--- src/rtl/qcnt_pkg.sv ---
package qcnt_pkg;
  typedef enum logic [2:0] {TGT_RLD = 3'b000, TGT_CMR = 3'b001,
                            TGT_IOR = 3'b010, TGT_IDR = 3'b011} tgt_e;
  typedef enum logic [1:0] {CM_NORMAL, CM_RANGE, CM_NOREC, CM_MODN} cmode_e;
  typedef enum logic [1:0] {DEC_PD, DEC_X1, DEC_X2, DEC_X4} dec_e;
  typedef enum logic [1:0] {EV_CARRY, EV_CMP, EV_CB, EV_IDX} evsel_e;
endpackage

--- src/rtl/qcnt_sampler.sv ---
module qcnt_sampler #(
  parameter int N     = 3,
  parameter int PSC_W = 8
) (
  input  logic             clk_i,
  input  logic             rst_ni,
  input  logic [N-1:0]     raw_i,
  input  logic [PSC_W-1:0] psc_i,
  input  logic             restart_i,
  output logic             strobe_o,
  output logic [N-1:0]     cur_o,
  output logic [N-1:0]     old_o
);
  logic [N-1:0] s1_q, s2_q, old_q;
  logic [PSC_W-1:0] div_q;

  assign strobe_o = (div_q == psc_i);
  assign cur_o    = s2_q;
  assign old_o    = old_q;

  always_ff @(posedge clk_i or negedge rst_ni) begin
    if (!rst_ni) begin
      s1_q  <= '0;
      s2_q  <= '0;
      old_q <= '0;
      div_q <= '0;
    end else begin
      s1_q <= raw_i;
      s2_q <= s1_q;
      if (restart_i || strobe_o) div_q <= '0;
      else                       div_q <= div_q + 1'b1;
      if (strobe_o) old_q <= s2_q;
    end
  end
endmodule

--- src/rtl/qcnt_decoder.sv ---
module qcnt_decoder
  import qcnt_pkg::*;
(
  input  logic strobe_i,
  input  dec_e dec_i,
  input  logic a_i,
  input  logic b_i,
  input  logic pa_i,
  input  logic pb_i,
  output logic up_o,
  output logic dn_o,
  output logic err_o
);
  logic ac, bc, fwd;

  always_comb begin
    ac    = a_i ^ pa_i;
    bc    = b_i ^ pb_i;
    up_o  = 1'b0;
    dn_o  = 1'b0;
    fwd   = 1'b0;
    err_o = strobe_i && (dec_i != DEC_PD) && ac && bc;
    if (strobe_i) begin
      unique case (dec_i)
        DEC_PD: if (ac && a_i) begin up_o = b_i; dn_o = !b_i; end
        DEC_X1: if (ac && !b_i && !bc) begin up_o = a_i; dn_o = !a_i; end
        DEC_X2: if (ac && !bc) begin up_o = a_i ^ b_i; dn_o = !(a_i ^ b_i); end
        DEC_X4: if (ac ^ bc) begin
          fwd  = ac ? (a_i ^ b_i) : !(a_i ^ b_i);
          up_o = fwd;
          dn_o = !fwd;
        end
        default: ;
      endcase
    end
  end
endmodule

--- src/rtl/qcnt_core.sv ---
module qcnt_core
  import qcnt_pkg::*;
#(
  parameter int W = 24
) (
  input  logic         clk_i,
  input  logic         rst_ni,
  input  logic         en_i,
  input  logic         up_i,
  input  logic         dn_i,
  input  cmode_e       mode_i,
  input  logic [W-1:0] preset_i,
  input  logic         clr_i,
  input  logic         ld_i,
  input  logic         clr_flags_i,
  output logic [W-1:0] cnt_o,
  output logic         bt_o,
  output logic         ct_o,
  output logic         dir_o,
  output logic         halt_o,
  output logic         carry_p_o,
  output logic         borrow_p_o,
  output logic         cmp_p_o
);
  logic [W-1:0] cnt_q, lim, nxt;
  logic halt_q, go_up, go_dn, wrap, carry, borrow;

  always_comb begin
    lim    = (mode_i == CM_RANGE || mode_i == CM_MODN) ? preset_i : '1;
    go_up  = en_i && up_i && !halt_q;
    go_dn  = en_i && dn_i && !halt_q;
    nxt    = cnt_q;
    wrap   = 1'b0;
    carry  = 1'b0;
    borrow = 1'b0;
    if (go_up) begin
      if (cnt_q >= lim) begin
        carry = 1'b1;
        if (mode_i != CM_RANGE) begin nxt = '0; wrap = 1'b1; end
      end else nxt = cnt_q + 1'b1;
    end else if (go_dn) begin
      if (cnt_q == '0) begin
        borrow = 1'b1;
        if (mode_i != CM_RANGE) begin nxt = lim; wrap = 1'b1; end
      end else nxt = cnt_q - 1'b1;
    end
  end

  always_ff @(posedge clk_i or negedge rst_ni) begin
    if (!rst_ni) begin
      cnt_q      <= '0;
      halt_q     <= 1'b0;
      bt_o       <= 1'b0;
      ct_o       <= 1'b0;
      dir_o      <= 1'b0;
      carry_p_o  <= 1'b0;
      borrow_p_o <= 1'b0;
      cmp_p_o    <= 1'b0;
    end else begin
      if (clr_i) begin
        cnt_q  <= '0;
        halt_q <= 1'b0;
      end else if (ld_i) begin
        cnt_q  <= preset_i;
        halt_q <= 1'b0;
      end else begin
        cnt_q <= nxt;
        if (wrap && mode_i == CM_NOREC) halt_q <= 1'b1;
      end
      if (clr_flags_i) begin
        bt_o <= 1'b0;
        ct_o <= 1'b0;
      end else begin
        if (go_dn && wrap) bt_o <= !bt_o;
        if (go_up && wrap) ct_o <= !ct_o;
      end
      if (en_i && up_i)      dir_o <= 1'b1;
      else if (en_i && dn_i) dir_o <= 1'b0;
      carry_p_o  <= carry;
      borrow_p_o <= borrow;
      cmp_p_o    <= (go_up || go_dn) && (nxt == preset_i) && (nxt != cnt_q);
    end
  end

  assign cnt_o  = cnt_q;
  assign halt_o = halt_q;
endmodule

--- src/rtl/qcnt_channel.sv ---
module qcnt_channel
  import qcnt_pkg::*;
#(
  parameter int CNT_W = 24,
  parameter int PSC_W = 8
) (
  input  logic       clk_i,
  input  logic       rst_ni,
  input  logic       bus_ctl_i,
  input  logic       bus_wr_i,
  input  logic       bus_rd_i,
  input  logic [7:0] bus_wdata_i,
  output logic [7:0] bus_rdata_o,
  input  logic       enc_a_i,
  input  logic       enc_b_i,
  input  logic       enc_idx_i,
  output logic       event_o
);
  localparam int NB = CNT_W / 8;
  localparam int PW = (NB > 1) ? $clog2(NB) : 1;

  logic [PW-1:0]    ptr_q, ptr_nxt;
  logic [CNT_W-1:0] preset_q, latch_q, cnt;
  logic [PSC_W-1:0] psc_q;
  cmode_e cmode_q;
  dec_e   dec_q;
  evsel_e evsel_q;
  logic   ab_en_q, idx_ld_n_q, sync_q, pol_q, err_q, idx_p_q;
  tgt_e   tgt;
  logic   cmd_rld, clr_cnt, clr_flags, clr_err, ld_cnt, ld_lat, ld_psc;
  logic   data_wr, data_rd, strobe, step_up, step_dn, dec_err;
  logic   idx_edge, sync_ok, idx_act, idx_ld, bt, ct, dir, halt;
  logic   carry_p, borrow_p, cmp_p;
  logic [2:0] cur, old;

  assign tgt       = tgt_e'(bus_wdata_i[7:5]);
  assign cmd_rld   = bus_wr_i && bus_ctl_i && (tgt == TGT_RLD);
  assign clr_cnt   = cmd_rld && (bus_wdata_i[2:1] == 2'b01);
  assign clr_flags = cmd_rld && (bus_wdata_i[2:1] == 2'b10);
  assign clr_err   = cmd_rld && (bus_wdata_i[2:1] == 2'b11);
  assign ld_cnt    = cmd_rld && (bus_wdata_i[4:3] == 2'b01);
  assign ld_lat    = cmd_rld && (bus_wdata_i[4:3] == 2'b10);
  assign ld_psc    = cmd_rld && (bus_wdata_i[4:3] == 2'b11);
  assign data_wr   = bus_wr_i && !bus_ctl_i;
  assign data_rd   = bus_rd_i && !bus_ctl_i && !bus_wr_i;
  assign ptr_nxt   = (ptr_q == PW'(NB - 1)) ? '0 : ptr_q + 1'b1;

  always_ff @(posedge clk_i or negedge rst_ni) begin
    if (!rst_ni) begin
      ptr_q      <= '0;
      latch_q    <= '0;
      psc_q      <= '0;
      cmode_q    <= CM_NORMAL;
      dec_q      <= DEC_PD;
      evsel_q    <= EV_CARRY;
      ab_en_q    <= 1'b0;
      idx_ld_n_q <= 1'b1;
      sync_q     <= 1'b0;
      pol_q      <= 1'b0;
      err_q      <= 1'b0;
      idx_p_q    <= 1'b0;
    end else begin
      if (cmd_rld && bus_wdata_i[0]) ptr_q <= '0;
      else if (data_wr || data_rd)   ptr_q <= ptr_nxt;
      if (ld_lat) latch_q <= cnt;
      if (ld_psc) psc_q <= preset_q[PSC_W-1:0];
      if (bus_wr_i && bus_ctl_i) begin
        unique case (tgt)
          TGT_CMR: begin
            cmode_q <= cmode_e'(bus_wdata_i[2:1]);
            dec_q   <= dec_e'(bus_wdata_i[4:3]);
          end
          TGT_IOR: begin
            ab_en_q    <= bus_wdata_i[0];
            idx_ld_n_q <= bus_wdata_i[1];
            evsel_q    <= evsel_e'(bus_wdata_i[4:3]);
          end
          TGT_IDR: begin
            sync_q <= bus_wdata_i[0];
            pol_q  <= bus_wdata_i[1];
          end
          default: ;
        endcase
      end
      if (clr_err)      err_q <= 1'b0;
      else if (dec_err) err_q <= 1'b1;
      idx_p_q <= idx_act;
    end
  end

  for (genvar g = 0; g < NB; g++) begin : g_preset
    always_ff @(posedge clk_i or negedge rst_ni) begin
      if (!rst_ni)                              preset_q[g*8 +: 8] <= '0;
      else if (data_wr && ptr_q == PW'(g))      preset_q[g*8 +: 8] <= bus_wdata_i;
    end
  end

  qcnt_sampler #(.N(3), .PSC_W(PSC_W)) u_smp (
    .clk_i, .rst_ni,
    .raw_i({enc_idx_i, enc_b_i, enc_a_i}),
    .psc_i(psc_q), .restart_i(ld_psc),
    .strobe_o(strobe), .cur_o(cur), .old_o(old)
  );

  qcnt_decoder u_dec (
    .strobe_i(strobe), .dec_i(dec_q),
    .a_i(cur[0]), .b_i(cur[1]), .pa_i(old[0]), .pb_i(old[1]),
    .up_o(step_up), .dn_o(step_dn), .err_o(dec_err)
  );

  // index edge, optionally qualified by both count inputs low
  assign idx_edge = strobe && (pol_q ? (cur[2] && !old[2]) : (!cur[2] && old[2]));
  assign sync_ok  = !sync_q || (dec_q == DEC_PD) || (!cur[0] && !cur[1]);
  assign idx_act  = idx_edge && sync_ok;
  assign idx_ld   = idx_act && !idx_ld_n_q;

  qcnt_core #(.W(CNT_W)) u_core (
    .clk_i, .rst_ni,
    .en_i(ab_en_q), .up_i(step_up), .dn_i(step_dn),
    .mode_i(cmode_q), .preset_i(preset_q),
    .clr_i(clr_cnt), .ld_i(ld_cnt || idx_ld), .clr_flags_i(clr_flags),
    .cnt_o(cnt), .bt_o(bt), .ct_o(ct), .dir_o(dir), .halt_o(halt),
    .carry_p_o(carry_p), .borrow_p_o(borrow_p), .cmp_p_o(cmp_p)
  );

  always_comb begin
    unique case (evsel_q)
      EV_CARRY: event_o = carry_p;
      EV_CMP:   event_o = cmp_p;
      EV_CB:    event_o = carry_p || borrow_p;
      default:  event_o = idx_p_q;
    endcase
  end

  assign bus_rdata_o = bus_ctl_i ? {2'b00, dir, err_q, 2'b00, ct, bt}
                                 : latch_q[ptr_q*8 +: 8];
endmodule

--- config.mk ---
export PLATFORM = sky130hd
export DESIGN_NAME = qcnt_channel
export DESIGN_NICKNAME = d
export VERILOG_FILES = /design/src/rtl/qcnt_pkg.sv /design/src/rtl/qcnt_sampler.sv /design/src/rtl/qcnt_decoder.sv /design/src/rtl/qcnt_core.sv /design/src/rtl/qcnt_channel.sv
export SDC_FILE = /design/constraint.sdc
export NUM_CORES = 1
export LEC_CHECK = 0
export BUFFER_PORTS_ARGS = -buffer_cell sky130_fd_sc_hd__buf_2
export CELL_PAD_IN_SITES_DETAIL_PLACEMENT = 1
export CELL_PAD_IN_SITES_GLOBAL_PLACEMENT = 1
export CORE_ASPECT_RATIO = 0.8
export CORE_MARGIN = 1
export CORE_UTILIZATION = 40
export DETAILED_ROUTE_END_ITERATION = 10
export PLACE_DENSITY_LB_ADDON = 0.1
export SLEW_MARGIN = 15
export SYNTH_ARGS = -nofsm -noshare
export SYNTH_HDL_FRONTEND = slang
export SYNTH_HIERARCHICAL = 1
export SYNTH_SLANG_ARGS = --single-unit
--- constraint.sdc ---
create_clock -name clk_i -period 5.2 [get_ports clk_i]
set_clock_uncertainty 0.05 [all_clocks]
set_input_delay 0.26 -clock clk_i [delete_from_list [all_inputs] [get_ports clk_i]]
set_output_delay 0.26 -clock clk_i [all_outputs]
set_load 0.01 [all_outputs]
# [Word level (Yosys, flattened, before mapping)]
# Cells that the tools add are included.
# Widths: inputs -> output; s select.
[totals] reg_bits=118 inputBits=16 output_inout_bits=9 wordCells=184
[classes] n_addsub=4 order_cmp=1 n_eq_ne=23 shift=1 n_mux=50 bitwise_logic=4 reduce_logical=74
[ops] cell="$mux 24" count=9
[ops] cell="$logic_and 1x1->1" count=37
[ops] cell="$mux 1" count=33
[ops] cell="$add 24x1->24 const B" count=1
[ops] cell="$eq 24x24->1" count=1
[ops] cell="$ge 24x24->1" count=1
[ops] cell="$logic_not 24->1" count=1
[ops] cell="$ne 24x24->1" count=1
[ops] cell="$shiftx 24x6->8" count=1
[ops] cell="$sub 24x1->24 const B" count=1
[ops] cell="$eq 2x2->1 const B" count=10
[ops] cell="$mux 8" count=2
[ops] cell="$logic_not 1->1" count=14
[ops] cell="$eq 2x1->1 const B" count=6
[ops] cell="$reduce_bool 2->1" count=6
[ops] cell="$add 8x1->8 const B" count=1
[ops] cell="$eq 8x8->1" count=1
[ops] cell="$logic_or 1x1->1" count=8
[ops] cell="$pmux 1 s4" count=2
[ops] cell="$eq 3x2->1 const B" count=2
[ops] cell="$logic_not 2->1" count=3
[ops] cell="$mux 2" count=3
[ops] cell="$reduce_and 2->1" count=3
[ops] cell="$xor 1x1->1" count=4
[ops] cell="other kinds (6)" count=6

# [Logic depth before layout (Yosys ltp)]
[logic_depth] ltp_word=15 ltp_mapped=19 mapped_depth_nobuf=18

# [By module]
# Netlist, hierarchy kept.
[by_module_without_submodules] module="qcnt_core" n_inst=1 cells_each=856 area_per_inst_um2=5624.1 seq_area_each_um2=775.7
[by_module_without_submodules] module="qcnt_channel" n_inst=1 cells_each=208 area_per_inst_um2=3126.7 seq_area_each_um2=1752.9
[by_module_without_submodules] module="qcnt_sampler" n_inst=1 cells_each=55 area_per_inst_um2=696.9 seq_area_each_um2=425.4
[by_module_without_submodules] module="qcnt_decoder" n_inst=1 cells_each=25 area_per_inst_um2=177.7 seq_area_each_um2=0.0

# [Worst setup path after synthesis]
# OpenSTA, ideal clock, no wires.
[synth_path] path_type="register -> register" from="reg cmode_q[0]" to="reg u_core.cmp_p_o" setup_time_ps=101 t_arrival_ps=4544 required_ps=5049 setup_slack_ps=505 stages_incl_launch_ff=18 path_buffers=3 period_less_slack_ps=4695 path_cell_list="dfrtp_1 > inv_1 > clkbuf_1 > buf_1 > nor2_1 > ha_1 > nand4_1 > nor3_1 > a2111oi_0 > and3_1 > clkbuf_1 > nand2_1 > o21ai_0 > nor4b_1 > a2111o_1 > or4_1 > or4_1 > nor4_1"
[synth_via] elab_chain_cells=10 elab_cells_between_ends=16 classes_between="order compare (1); eq/ne (5); mux (7); reduce/logical (3)"
[synth_rtl] item="from (decl)" line="qcnt_channel.sv:25" rtl="cmode_e cmode_q;"
[synth_rtl] item="from (signal assigned)" line="qcnt_channel.sv:70" rtl="cmode_q <= cmode_e'(bus_wdata_i[2:1]);"
[synth_rtl] item="branches (longest 6 deep; another with $ge 24x24->1)"
[synth_rtl] item="$mux 24 *" line="qcnt_core.sv:36" rtl="if (go_up) begin"
[synth_rtl] item="$eq 24x24->1" line="qcnt_core.sv:81" rtl="cmp_p_o <= (go_up || go_dn) && (nxt == preset_i) && (nxt != cnt_q);"
[synth_rtl] item="$logic_and 1x1->1" line="qcnt_core.sv:81"
[synth_rtl] item="$logic_and 1x1->1 *" line="qcnt_core.sv:81"
[synth_rtl] item="to (signal assigned)" line="qcnt_core.sv:81"
[synth_rtl] item="to (decl)" line="qcnt_core.sv:23" rtl="output logic cmp_p_o"
# Every way passes the cells marked *.
# A chain may end at the register's enable or synchronous reset.

# [Worst setup path after layout]
# Ends and elaborated chain as after synthesis.

==> flow_metrics.tcl <==
set metrics [dict create \
    maxSlewHeadroom_pct 30.9 \
    firstDrtPassIters 5 \
    syn2layout_area_growth_pct 20.1 \
    syn_nets 1190 \
    finalCritPeriodShare_pct 98.5 \
    placed_area_sq_mm 0.0109 \
    ys_ff_latch 118 \
    clock-sinks 118 \
    ys_warn_count 6 \
    die_w_microns 175 \
    ys_types 89 \
    p_leak_uw 0.00506 \
    finalSetupViolCount 0 \
    drt-initial-drc-count 1537 \
    avgSynthCellArea_sq_um 8.41 \
    die_area_sq_mm 0.0247 \
    core_sq_mm 0.0235 \
    ant_nets 0 \
    yosysTopAreaCell "dfrtp_1" \
    syn-cell-area_sq_mm 0.00963 \
    cp.required_ns 5.46 \
    cts_tree "done" \
    cts_inserted_buffers 17 \
    clockRootBuffer "clkbuf_16" \
    ioPinCount 25 \
    slowest_delay_ns 0.62 \
    crit_path_start_kind "flip-flop" \
    die_y_microns 141 \
    criticalPathCategory "flip-flop to flip-flop" \
    wl_per_cell_microns 32.8 \
    seqPwrFrac_pct 25.3 \
    slew_viol_final 0 \
    drv_cap 0 \
    track_usage_pct 42.4 \
    cellPowerDensity_mw_per_mm2 559 \
    fin_ws_ns 0.0781 \
    htreeDepth 4 \
    finalHoldViolCount 0 \
    pre_cts_slack_ns 0.00192 \
    cts_max_path_buffers 2 \
    worst_slew_pin_slew_ns 1.03 \
    worstSkewPairLatency_ns 0.42 \
    nets 1305 \
    drive_gt1_share_pct 24.3 \
    status "completed" \
    slowest_stage "nor3_1" \
    internal_power_uw 3260 \
    comb_power_share_pct 58.4 \
    route.detailed.drc 0 \
    num_rows 50 \
    start_util_pct 40.9 \
    synthArstFlopShare_pct 100 \
    clkTransAtPathRegs_ns 0.06 \
    crit_fanout 13 \
    fmax_ghz 0.195 \
    grt_max_degree 63 \
    dp_hpwl_microns 39400 \
    finalSetupTns_ns 0 \
    clkPwrFrac_pct 16.3 \
    synth-main-ff-cell "dfrtp_1" \
    switchingPower_uw 3210 \
    ir_drop_uv 355 \
    viasPerCell 6.87 \
    yosys.area.top_type_share_pct 30.4 \
    grt_pass1_wl_microns 75000 \
    port_buffers 24 \
    cp_common_cell "buf_4" \
    rrSetupSlack_ns 0.08 \
    swShare_pct 49.6 \
    place_congestion 1.11 \
    num_vias 10900 \
    seq_area_frac_synth_pct 30.7 \
    post-route-min-period_ns 5.12 \
    final_cell_mix "149 x buf_4, 120 x nor2_1, 117 x dfrtp_1" \
    cp.arrival_ns 5.38 \
    synth_edf_count 0 \
    p_total_uw 6460 \
    antenna_found_initial 5 \
    layout_commonest_cell "buf_4" \
    grt_pass1_vias 10600 \
    fin_area_sq_mm 0.0116 \
    hp-class "input pin to flip-flop" \
    gr-total-overflow 0 \
    totalWireLength_microns 51900 \
    syn_inst 1144 \
    synthTopCellsByArea "dfrtp_1 30%, mux2_2 6.2%, nor2_1 4.8%, a21oi_1 4.0%, ha_1 3.9%" \
    cp-end-kind "flip-flop" \
    crit_chain "clkinvlp_4 -> buf_4 -> nor2_2 -> ha_1 -> and2_0 -> a221o_1 -> nand2_1 -> buf_4 -> nand3_1 -> buf_4 -> nor3_1 -> a2bb2oi_1 -> o311ai_0 -> buf_4 -> nor4_1 -> nand4_1 -> or4_1 -> nor4_1" \
]
==> Yosys cell counts (7+ instances only) <==
| master | instances |
|---|---|
| nor2_1 | 122 |
| dfrtp_1 | 117 |
| nand2_1 | 89 |
| a21oi_1 | 76 |
| clkbuf_1 | 63 |
| mux2_2 | 53 |
| o21ai_0 | 52 |
| nand3_1 | 47 |
| nor3_1 | 42 |
| inv_1 | 31 |
| ha_1 | 30 |
| mux2i_1 | 22 |
| o211ai_1 | 21 |
| and3_1 | 20 |
| mux2_4 | 20 |
| nand4_1 | 19 |
| or3_1 | 19 |
| nor4_1 | 16 |
| a31oi_1 | 13 |
| o31ai_1 | 13 |
| xor2_1 | 13 |
| a211oi_1 | 12 |
| xnor2_1 | 12 |
| or4_1 | 11 |
| nor2b_1 | 10 |
| and2_1 | 9 |
| o22ai_1 | 8 |
| a21boi_0 | 7 |
| a32oi_1 | 7 |
| buf_2 | 7 |
==> worst max-delay path, delay by kind of cell, from the launching register on <==
family	cells	cell delay (ns)
AO/OA/AOI/OAI	3	0.71
adder cells (fa/ha/maj)	1	0.29
buffers and inverters	5	1.05
AND/OR/NAND/NOR	9	2.53
flip-flops	1	0.39
==> area by class of cell <==
| class | count | area (sq um) |
|---|---|---|
| Clock inverter | 4 | 22.5 |
| Fill cell | 2831 | 12000 |
| Sequential cell | 118 | 2950 |
| Clock buffer | 25 | 495 |
| Multi-Input combinational cell | 913 | 6260 |
| Timing Repair Buffer | 178 | 1310 |
| Tap cell | 312 | 390 |
| Inverter | 31 | 120 |
| Antenna cell | 3 | 7.51 |
==> sequential cells by signal, summed over array words and instances, names as in the netlist, 2 cells and up <==
name          cells
latch_q          24
psc_q             8
u_core/cnt_o     24
cmode_q           2
evsel_q           2
u_smp/cur_o       3
dec_q             2
u_smp/s1_q        3
preset_q         24
u_smp/div_q       8
ptr_q             2
u_smp/old_o       3
==> through the flow <==
step | hold WS, ns | cells | utilization [%]
2_1_floorplan | -0.0856 | 1144 | -
3_3_place_gp | 0.285 | 1545 | 46.5
3_5_place_dp | 0.286 | 1545 | 46.5
4_1_cts | 0.139 | 1578 | 48.9
5_1_grt | 0.155 | 1581 | 49.1
6_report | 0.157 | 1584 | 49.2
==> power by group through the flow <==
stage          clock network, uW  registers [uW]  logic [uW]
3_3_place_gp                   0            1610        3500
6_report                    1050            1640        3770
2_1_floorplan                  0            1510        1910
4_1_cts                     1060            1620        3560
5_1_grt                     1100            1670        3900
3_5_place_dp                   0            1630        3520
==> logic make-up after synthesis <==
kind of cell / Yosys count / synth area share (%)
AO/OA/AOI/OAI: 302 / 21.3
XOR/XNOR: 26 / 2.44
adder cells (fa/ha/maj): 30 / 3.90
buffers and inverters: 113 / 4.97
flip-flops: 118 / 30.7
multiplexers: 95 / 11.6
AND/OR/NAND/NOR: 460 / 25.1
==> repair_timing <==
action / CTS / global route
buffers inserted: 0 / 3
setup endpoints to repair: 1 / 1
pin swaps: 0 / 1
resized for setup: 2 / 10
hold buffers: 4 / 0
endpoints found under the hold margin: 59 / 0
==> layer usage <==
| metal | global-route usage, % | wire [microns] | up-vias |
|---|---|---|---|
| li1 | - | - | 4534 |
| met1 | 59.7 | 22500 | 5456 |
| met2 | 58.5 | 20600 | 748 |
| met3 | 16.3 | 6900 | 138 |
| met4 | 14.7 | 1800 | 8 |
| met5 | 0 | 56 | - |
==> worst paths after layout <==
check / from / endpoint / cells after the start
worst min-delay path: bus_wdata_i[0] / ptr_q[1] / 2
max in group asynchronous: rst_ni / u_core/cnt_o[7] / 3
worst max register to register: cmode_q[0] / u_core/cmp_p_o / 18
min in group asynchronous: rst_ni / latch_q[7] / 2
worst min register to register: u_smp/s1_q[2] / u_smp/cur_o[2] / 0
worst max-delay path: cmode_q[0] / u_core/cmp_p_o / 18
Power figures use the tool's default switching activity.
